## src/rtl/mfp_pkg.sv

```systemverilog
`timescale 1ns/1ps
package mfp_pkg;
   localparam int unsigned MOD_N  = 6;
   localparam int unsigned CTRL_W = 8;

   typedef enum logic [1:0] {
      CAR_LOW  = 2'b00,
      CAR_HIGH = 2'b01,
      CAR_SLOW = 2'b10,
      CAR_FAST = 2'b11
   } carrier_e;

   typedef struct packed {
      carrier_e         car;
      logic [MOD_N-1:0] mods;
   } mfp_ctrl_t;
endpackage

```

## src/rtl/mfp_divider.sv

```systemverilog
`timescale 1ns/1ps
module mfp_divider #(
   parameter int unsigned CNT_W = 15
) (
   input  logic             clk,
   input  logic             rst_n,
   input  logic             ref_tick,
   output logic [CNT_W-1:0] cnt
);
   if (CNT_W < 2) begin : g_bad_width
      $error("mfp_divider: CNT_W too small");
   end

   always_ff @(posedge clk) begin
      if (!rst_n) begin
         cnt <= '0;
      end else if (ref_tick) begin
         cnt <= cnt + CNT_W'(1);
      end
   end
endmodule

```

## src/rtl/mfp_ctrl_reg.sv

```systemverilog
`timescale 1ns/1ps
module mfp_ctrl_reg
   import mfp_pkg::*;
(
   input  logic              clk,
   input  logic              rst_n,
   input  logic              ref_tick,
   input  logic              wr_en,
   input  logic [CTRL_W-1:0] wr_data,
   output mfp_ctrl_t         active
);
   mfp_ctrl_t shadow_q;

   always_ff @(posedge clk) begin
      if (!rst_n) begin
         shadow_q <= '0;
      end else if (wr_en) begin
         shadow_q <= mfp_ctrl_t'(wr_data);
      end
   end

   always_ff @(posedge clk) begin
      if (!rst_n) begin
         active <= '0;
      end else if (ref_tick) begin
         active <= shadow_q;
      end
   end
endmodule

```

## src/rtl/mfp_wave_mux.sv

```systemverilog
`timescale 1ns/1ps
module mfp_wave_mux
   import mfp_pkg::*;
#(
   parameter int unsigned CNT_W          = 15,
   parameter int unsigned TAP_FAST       = 2,
   parameter int unsigned TAP_SLOW       = 3,
   parameter int unsigned MOD_TAP [MOD_N] = '{7, 8, 11, 12, 13, 14}
) (
   input  logic [CNT_W-1:0] cnt,
   input  mfp_ctrl_t        cfg,
   output logic             wave
);
   if (TAP_FAST >= CNT_W || TAP_SLOW >= CNT_W) begin : g_bad_carrier
      $error("mfp_wave_mux: carrier tap beyond divider");
   end

   logic [MOD_N-1:0] gated;
   logic             carrier;
   logic             envelope;
   logic             any_mod;

   for (genvar i = 0; i < MOD_N; i++) begin : g_mod
      if (MOD_TAP[i] >= CNT_W) begin : g_bad_tap
         $error("mfp_wave_mux: modulator tap beyond divider");
      end
      assign gated[i] = cfg.mods[i] & cnt[MOD_TAP[i]];
   end

   assign envelope = |gated;
   assign any_mod  = |cfg.mods;

   always_comb begin
      unique case (cfg.car)
         CAR_LOW:  carrier = 1'b0;
         CAR_HIGH: carrier = 1'b1;
         CAR_SLOW: carrier = cnt[TAP_SLOW];
         CAR_FAST: carrier = cnt[TAP_FAST];
         default:  carrier = 1'b0;
      endcase
   end

   always_comb begin
      if (!any_mod) begin
         wave = carrier;
      end else if (cfg.car[1]) begin
         wave = carrier & envelope;
      end else begin
         wave = envelope;
      end
   end
endmodule

```

## src/rtl/mfp_gen.sv

```systemverilog
`timescale 1ns/1ps
module mfp_gen
   import mfp_pkg::*;
#(
   parameter int unsigned CNT_W          = 15,
   parameter int unsigned TAP_FAST       = 2,
   parameter int unsigned TAP_SLOW       = 3,
   parameter int unsigned MOD_TAP [MOD_N] = '{7, 8, 11, 12, 13, 14}
) (
   input  logic              clk,
   input  logic              rst_n,
   input  logic              ref_tick,
   input  logic              ctrl_we,
   input  logic [CTRL_W-1:0] ctrl_wdata,
   input  logic              timer_sel,
   input  logic              timer_wave,
   output logic              mfp_out
);
   logic [CNT_W-1:0] cnt_q;
   mfp_ctrl_t        act_q;
   logic             tone;

   mfp_divider #(.CNT_W(CNT_W)) u_div (
      .clk      (clk),
      .rst_n    (rst_n),
      .ref_tick (ref_tick),
      .cnt      (cnt_q)
   );

   mfp_ctrl_reg u_ctrl (
      .clk      (clk),
      .rst_n    (rst_n),
      .ref_tick (ref_tick),
      .wr_en    (ctrl_we),
      .wr_data  (ctrl_wdata),
      .active   (act_q)
   );

   mfp_wave_mux #(
      .CNT_W    (CNT_W),
      .TAP_FAST (TAP_FAST),
      .TAP_SLOW (TAP_SLOW),
      .MOD_TAP  (MOD_TAP)
   ) u_mux (
      .cnt  (cnt_q),
      .cfg  (act_q),
      .wave (tone)
   );

   always_ff @(posedge clk) begin
      if (!rst_n) begin
         mfp_out <= 1'b0;
      end else begin
         mfp_out <= timer_sel ? timer_wave : tone;
      end
   end
endmodule

```

## config.mk

```make
export PLATFORM = sky130hd
export DESIGN_NAME = mfp_gen
export DESIGN_NICKNAME = d
export VERILOG_FILES = /design/src/rtl/mfp_pkg.sv /design/src/rtl/mfp_divider.sv /design/src/rtl/mfp_ctrl_reg.sv /design/src/rtl/mfp_wave_mux.sv /design/src/rtl/mfp_gen.sv
export SDC_FILE = /design/constraint.sdc
export NUM_CORES = 1
export LEC_CHECK = 0
export BUFFER_PORTS_ARGS = -buffer_cell sky130_fd_sc_hd__buf_4
export CAP_MARGIN = 20
export CORE_ASPECT_RATIO = 0.6
export CORE_MARGIN = 5
export CORE_UTILIZATION = 52
export CTS_CLUSTER_DIAMETER = 120
export DETAILED_ROUTE_END_ITERATION = 8
export GPL_TIMING_DRIVEN = 0
export HOLD_SLACK_MARGIN = 0.03
export PLACE_DENSITY = 0.72
export SLEW_MARGIN = 20
export SYNTH_ARGS = -nofsm -noshare
export SYNTH_HDL_FRONTEND = slang
export SYNTH_SLANG_ARGS = --single-unit
```

## constraint.sdc

```tcl
create_clock -name clk -period 2.26 [get_ports clk]
set_clock_uncertainty 0.15 [all_clocks]
set_input_delay 0.113 -clock clk [delete_from_list [all_inputs] [get_ports clk]]
set_output_delay 0.113 -clock clk [all_outputs]
set_load 0.02 [all_outputs]
```

==> results.md, run 1 <==
## Status
- **run status** complete, no violations

## Routing
- **via count** 1072
- **# DRC** 0
- **number of nets still failing antenna checks after routing** 0
- **vias per inst** 5.31
- **Detailed Route WL** 2.93 mm
- **drt wl/cell** 14.5 um
- **first-pass iteration count of the detailed router** 4
- **Starting DRT DRC Count** 46

## Power
- **Max IR drop VDD** 0.000469 V
- **power density relative to cell area** 670 nW/um^2
- **Pleak** 0.729 nW
- **total power** 0.00117 W

## Clock network
- **clock tree buffer depth** 2
- **clock latency reported for the late side of the worst-skew pair** 280 ps
- **total number of H-tree levels** 2
- **Post-CTS Setup Bufs** 0
- **CTS clock-pin slew for the worst setup and hold paths** 60 ps
- **TritonCTS Buffers** 5
- **CTS tree** done
- **clock root buffer** sky130_fd_sc_hd__clkbuf_8
- **CTS resizes** 0
- **clock tree sinks** 32

## Job
- **maxcap violations** 0

## Finish
- **filler instances** 192
- **final standard cell count with taps included and fillers excluded** 202
- **final net count** 185
- **number of antenna cells inserted** 0
- **Area growth, synth to finish** 23.9%
- **layout cells sized above 1** 0.141

## STA
- **share of the clock period used by the worst path** 0.816
- **Slew Limit Fails** 0
- **top achievable clock speed** 542 MHz
- **Post-Route Setup TNS** 0 ps
- **unrepaired setup endpoints after global routing** no
- **count of endpoints failing hold in the final timing report** 0
- **headroom to the max-slew limit** 0.595
- **transition time at the pin with the least slew margin** 608 ps
- **setup-violating endpoint count in the final report** 0
- **final critical path time including I/O delays and setup** 1840 ps

## GRT
- **wire length of the first global-routing pass** 4.89 mm
- **largest net degree at the start of global routing** 11
- **via count of the first global-routing pass** 1023
- **overall fraction of global-route tracks in use** 0.165
- **antenna violations before repair** 0
- **total grt overflow** 0

## Yosys
- **synthesized instance count** 140
- **number of different library cells in the post-synthesis netlist** 31
- **Synth Cell Area** 1410 um^2
- **total nets after synthesis** 155
- **Synthesis Warnings** 0
- **synthesized flop and latch total** 32
- **fraction of the yosys area taken by sequential cells** 0.456
- **Mean Syn Cell Area** 10.0 um^2

## Floorplan
- **standard cell core area** 2540 um^2
- **starting utilization of the core area** 0.554
- **height of the die** 50.3 um
- **number of cell rows** 14
- **number of ports placed on the die boundary** 15
- **area enclosed by the die boundary** 3880 um^2
- **Die W** 77.1 um

## Worst hold path
- **Hold Crit Class** input pin to register
- **hold-critical path depth** 5

## Place
- **placed insts** 184
- **Post-DP HPWL** 1.97 mm
- **port bufs** 12
- **final weighted congestion of routability-driven global placement** 0.747

## Worst setup path
- **category of the worst setup path launch point** input pin
- **required time worst endpoint** 2320 ps
- **Crit Path Max Fanout** 10
- **worst reg2reg path depth** 4
- **type of the setup path with the least slack** input pin to register
- **Worst setup EP type** register
- **Arrival @ worst endpoint** 1900 ps

[report_power, final]
| group | leakage [nW] | internal, W | switching, W |
|---|---|---|---|
| Sequential | 0.261 | 0.000583 | 0.0000129 |
| Clock | 0.0503 | 0.000271 | 0.000197 |
| Combinational | 0.418 | 0.0000592 | 0.0000452 |
[critical path, cell delays in order]
cell and delay (ps):
sky130_fd_sc_hd__dlygate4sd3_1 530, sky130_fd_sc_hd__buf_4 150, sky130_fd_sc_hd__clkbuf_1 330, sky130_fd_sc_hd__nand3_1 140, sky130_fd_sc_hd__dlygate4sd3_1 570, sky130_fd_sc_hd__o21ai_0 70
[state kept, by name (all words and copies together) (netlist names)]
register	cells
u_div.cnt	15
mfp_out	1
u_ctrl.shadow_q	8
u_ctrl.active	8
[cell usage in the layout, fill, tap and decap left out, types with 2 or more instances in the layout]
cell / n
sky130_fd_sc_hd__nor2b_1: 18
sky130_fd_sc_hd__buf_2: 2
sky130_fd_sc_hd__clkbuf_1: 4
sky130_fd_sc_hd__or3_1: 3
sky130_fd_sc_hd__mux2i_1: 18
sky130_fd_sc_hd__clkbuf_8: 7
sky130_fd_sc_hd__inv_1: 3
sky130_fd_sc_hd__dfxtp_1: 32
sky130_fd_sc_hd__xnor2_1: 5
sky130_fd_sc_hd__a21boi_1: 2
sky130_fd_sc_hd__nand2b_1: 2
sky130_fd_sc_hd__xor2_1: 6
sky130_fd_sc_hd__nand3_1: 3
sky130_fd_sc_hd__dlygate4sd3_1: 11
sky130_fd_sc_hd__nor4_1: 4
sky130_fd_sc_hd__nor3_1: 4
sky130_fd_sc_hd__and2_1: 10
sky130_fd_sc_hd__buf_4: 12
sky130_fd_sc_hd__nand2_1: 6
sky130_fd_sc_hd__nand4_1: 2
sky130_fd_sc_hd__o21ai_0: 3
[repair_timing]
action | in CTS | in global routing
hold buffers | 11 | 0
hold endpoints to repair | 12 | 0
endpoints found under the setup margin | 0 | 0
[through the flow]
stage	utilization	cell area (um^2)	setup slack (ps)	hold WS, ps
2_1_floorplan	-	1410	732	93.3
3_3_place_gp	0.605	1540	590	185
3_5_place_dp	0.605	1540	518	198
4_1_cts	0.686	1740	450	60.2
5_1_grt	0.686	1740	316	74.3
6_report	0.686	1740	416	65.6
[synthesized netlist by cell type (all sizes together)]
library cell,n,area share
nand3,4,0.018
nor3,4,0.014
nand2b,2,0.0089
a22oi,1,0.0053
and3,1,0.0045
nand4,4,0.033
clkbuf,4,0.011
o21ai,3,0.011
a22o,1,0.0062
and2,10,0.044
dfxtp,32,0.46
o311ai,1,0.0062
xnor2,5,0.031
nor4,4,0.018
mux2i,18,0.13
a21boi,2,0.011
inv,3,0.0080
or3,3,0.013
ha,1,0.0089
o31ai,1,0.0053
a21oi,1,0.0036
o41ai,1,0.0062
nor2,1,0.0027
nor2b,18,0.080
xor2,6,0.037
a221oi,1,0.0062
buf,2,0.0071
nand2,6,0.016
[worst paths after layout]
check                                         from               end  slack (ps)
worst min register to register  u_ctrl.shadow_q[2]  u_ctrl.active[2]         370
worst min-delay path                     timer_sel           mfp_out          70
worst max register to register        u_div.cnt[2]     u_div.cnt[13]         480
worst max-delay path                         rst_n           mfp_out         420
[area by class of cell]
type	count	area [um^2]	area share
Buffer	6	25.0	0.0144
Clock buffer	7	96.3	0.0553
Inverter	3	11.3	0.00646
Multi-Input combinational cell	99	729	0.419
Sequential cell	32	641	0.368
Tap cell	32	40.0	0.0230
Timing Repair Buffer	23	200	0.115
[logic make-up (layout without fill, tap and decap cells)]
family	after synthesis	after routing	share of synthesized area
and+or+nand+nor	57	57	0.253
DFF	32	32	0.456
muxes	18	18	0.128
AOI/OAI and AO/OA	12	12	0.0605
xor gates and xnor gates	11	11	0.0685
buffers and inverters	9	39	0.0258
adders and majority gates	1	1	0.00890
[layer usage]
metal	share of wire	GRT usage
met3	0.047	0.0536
met4	0.020	0.0857
met1	0.50	0.217
met5	0	0
met2	0.43	0.242
(Power assumes the default switching activity.)
==> inputs of run 2 (changes only) <==
Settings changed: CORE_UTILIZATION 52 to 51, PLACE_DENSITY 0.72 to 0.73.
Clock period 2.26 ns to 1.55 ns, I/O delays scaled along.
==> results.md, run 2 (synthesized netlist as in run 1, its figures left out) <==
## Status
- **run status** finished with violations
- **violated checks** negative setup slack

## Worst setup path
- **Worst path max stage delay** 430 ps, -140 ps
- **Crit Path Max Fanout** 3, -7
- **library cell contributing the largest single delay on the critical path** sky130_fd_sc_hd__or3_4
- **category of the worst setup path launch point** register
- **Arrival @ worst endpoint** 1560 ps, -340 ps
- **type of the setup path with the least slack** register to register
- **cell class contributing the biggest share of worst-path delay** simple AND/OR/NAND/NOR gates
- **Worst Path Buf+Inv** 0, -4
- **CP cell instances** nand4_4 -> or3_4 -> o311ai_4 -> o41ai_2
- **required time worst endpoint** 1560 ps, -760 ps
- **Worst setup EP type** register

## STA
- **share of the clock period used by the worst path** 1.00
- **Slew Limit Fails** 0, unchanged
- **count of endpoints failing hold in the final timing report** 0, unchanged
- **top achievable clock speed** 643 MHz
- **final setup margin** -6.04 ps, -422 ps
- **worst hold-check slack** 52.9 ps, -12.6 ps
- **transition time at the pin with the least slew margin** 592 ps, -16.3 ps
- **final critical path time including I/O delays and setup** 1560 ps
- **unrepaired setup endpoints after global routing** yes
- **headroom to the max-slew limit** 0.606, +0.0109
- **setup-violating endpoint count in the final report** 1, +1

## Clock network
- **clock latency reported for the late side of the worst-skew pair** 280 ps, about the same
- **TritonCTS Buffers** 5, unchanged
- **clock root buffer** sky130_fd_sc_hd__clkbuf_8
- **clock tree sinks** 32, unchanged
- **total number of H-tree levels** 2, unchanged
- **CTS tree** done
- **CTS clock-pin slew for the worst setup and hold paths** 70 ps, about the same
- **clock tree buffer depth** 2, unchanged

## Routing
- **Detailed Route WL** 3.30 mm, +12%
- **via count** 1112, +3.7%
- **number of nets still failing antenna checks after routing** 0, unchanged
- **drt wl/cell** 15.4 um, +6.1%
- **# DRC** 0, unchanged
- **Starting DRT DRC Count** 90, +96%
- **first-pass iteration count of the detailed router** 4, unchanged
- **vias per inst** 5.20, -2.1%

## Place
- **worst slack at placement** -193 ps, -711 ps
- **port bufs** 12, unchanged
- **placed insts** 184, unchanged
- **Post-DP HPWL** 1.93 mm, -2.0%
- **final weighted congestion of routability-driven global placement** 0.746, -0.15%

## GRT
- **via count of the first global-routing pass** 1060, +3.6%
- **largest net degree at the start of global routing** 11, unchanged
- **antenna violations before repair** 0, unchanged
- **total grt overflow** 0, unchanged
- **overall fraction of global-route tracks in use** 0.165, +0.000325
- **wire length of the first global-routing pass** 5.12 mm, +4.6%

## Finish
- **flip-flop count of the largest register, all copies and words added** 15, unchanged
- **leading cell types in the layout, fill and taps excluded** sky130_fd_sc_hd__buf_4 (24), sky130_fd_sc_hd__dfxtp_1 (23), sky130_fd_sc_hd__mux2i_1 (18), sky130_fd_sc_hd__nor2b_1 (18), sky130_fd_sc_hd__dlygate4sd3_1 (11)
- **most common cell after layout, fill and taps aside** sky130_fd_sc_hd__buf_4
- **registers with the most flip-flops** u_div.cnt (15), u_ctrl.active (8), u_ctrl.shadow_q (8)
- **Top reg by flops** u_div.cnt
- **layout cells sized above 1** 0.286, +0.145
- **number of antenna cells inserted** 0, unchanged
- **Area growth, synth to finish** 37.5%
- **final net count** 197, +6.5%
- **final standard cell count with taps included and fillers excluded** 214, +5.9%

## Job
- **maxcap violations** 0, unchanged

## Floorplan
- **standard cell core area** 2570 um^2, +1.4%
- **area enclosed by the die boundary** 3940 um^2, +1.6%
- **starting utilization of the core area** 0.546, -0.00753
- **number of cell rows** 14, unchanged
- **Die W** 77.8 um, +0.85%
- **number of ports placed on the die boundary** 15, unchanged
- **height of the die** 50.7 um, +0.78%

## Power
- **total power** 0.00163 W, +40%
- **Max IR drop VDD** 0.000733 V, +56%
- **power density relative to cell area** 844 nW/um^2, +26%
- **Pleak** 0.802 nW, +10%

## Worst hold path
- **Hold Crit Class** input pin to register

## run 2: report_power, final
part	total (W)	switching (W)	leakage, nW	internal, W
clock	0.000605	0.000300	0.0410	0.000305
combinational	0.000163	0.0000705	0.494	0.0000929
sequential	0.000863	0.0000229	0.267	0.000840
## run 2: path summary, 6_finish.rpt
check             depth (start not counted)  slack, ps                to               start
setup reg to reg                          4         -6     u_div.cnt[13]        u_div.cnt[7]
setup / recovery                          4         -6     u_div.cnt[13]        u_div.cnt[7]
hold / removal                            5         50           mfp_out           timer_sel
hold reg to reg                           2        380  u_ctrl.active[2]  u_ctrl.shadow_q[2]
## run 2: layout make-up
class,count,area (um^2)
fill,178,642
timing repair buffer,35,290
multi-input combinational,99,817
buffer,6,25.0
clock buffer,6,72.6
inverter,3,11.3
tap,32,40.0
clock inverter,1,5.00
sequential,32,672
## run 2: stage by stage
stage	TNS [ps]	util	cell area, um^2
2_1_floorplan	0	-	1410
3_3_place_gp	-225	0.597	1540
3_5_place_dp	-330	0.597	1540
4_1_cts	0	0.706	1820
5_1_grt	-135	0.751	1930
6_report	-6.04	0.751	1930
## run 2: metal layers
metal	vias to the layer above	share of wire	GRT usage
met1	512	0.49	0.236
met5	-	0	0
met3	6	0.049	0.0518
li1	570	-	-
met4	0	0.016	0.0600
met2	24	0.44	0.231
## run 2: worst min-delay path, stage by stage
cell and delay (ps):
sky130_fd_sc_hd__buf_4 80, sky130_fd_sc_hd__nand2b_1 100, sky130_fd_sc_hd__a21oi_1 40, sky130_fd_sc_hd__o31ai_1 50, sky130_fd_sc_hd__o21ai_0 80
## run 2: what timing repair did
item	in CTS	in global routing
hold buffers	11	0
setup endpoints to repair	6	6
setup buffers	4	8
hold endpoints to repair	12	0
pin swaps	1	6
gates resized for setup	20	10
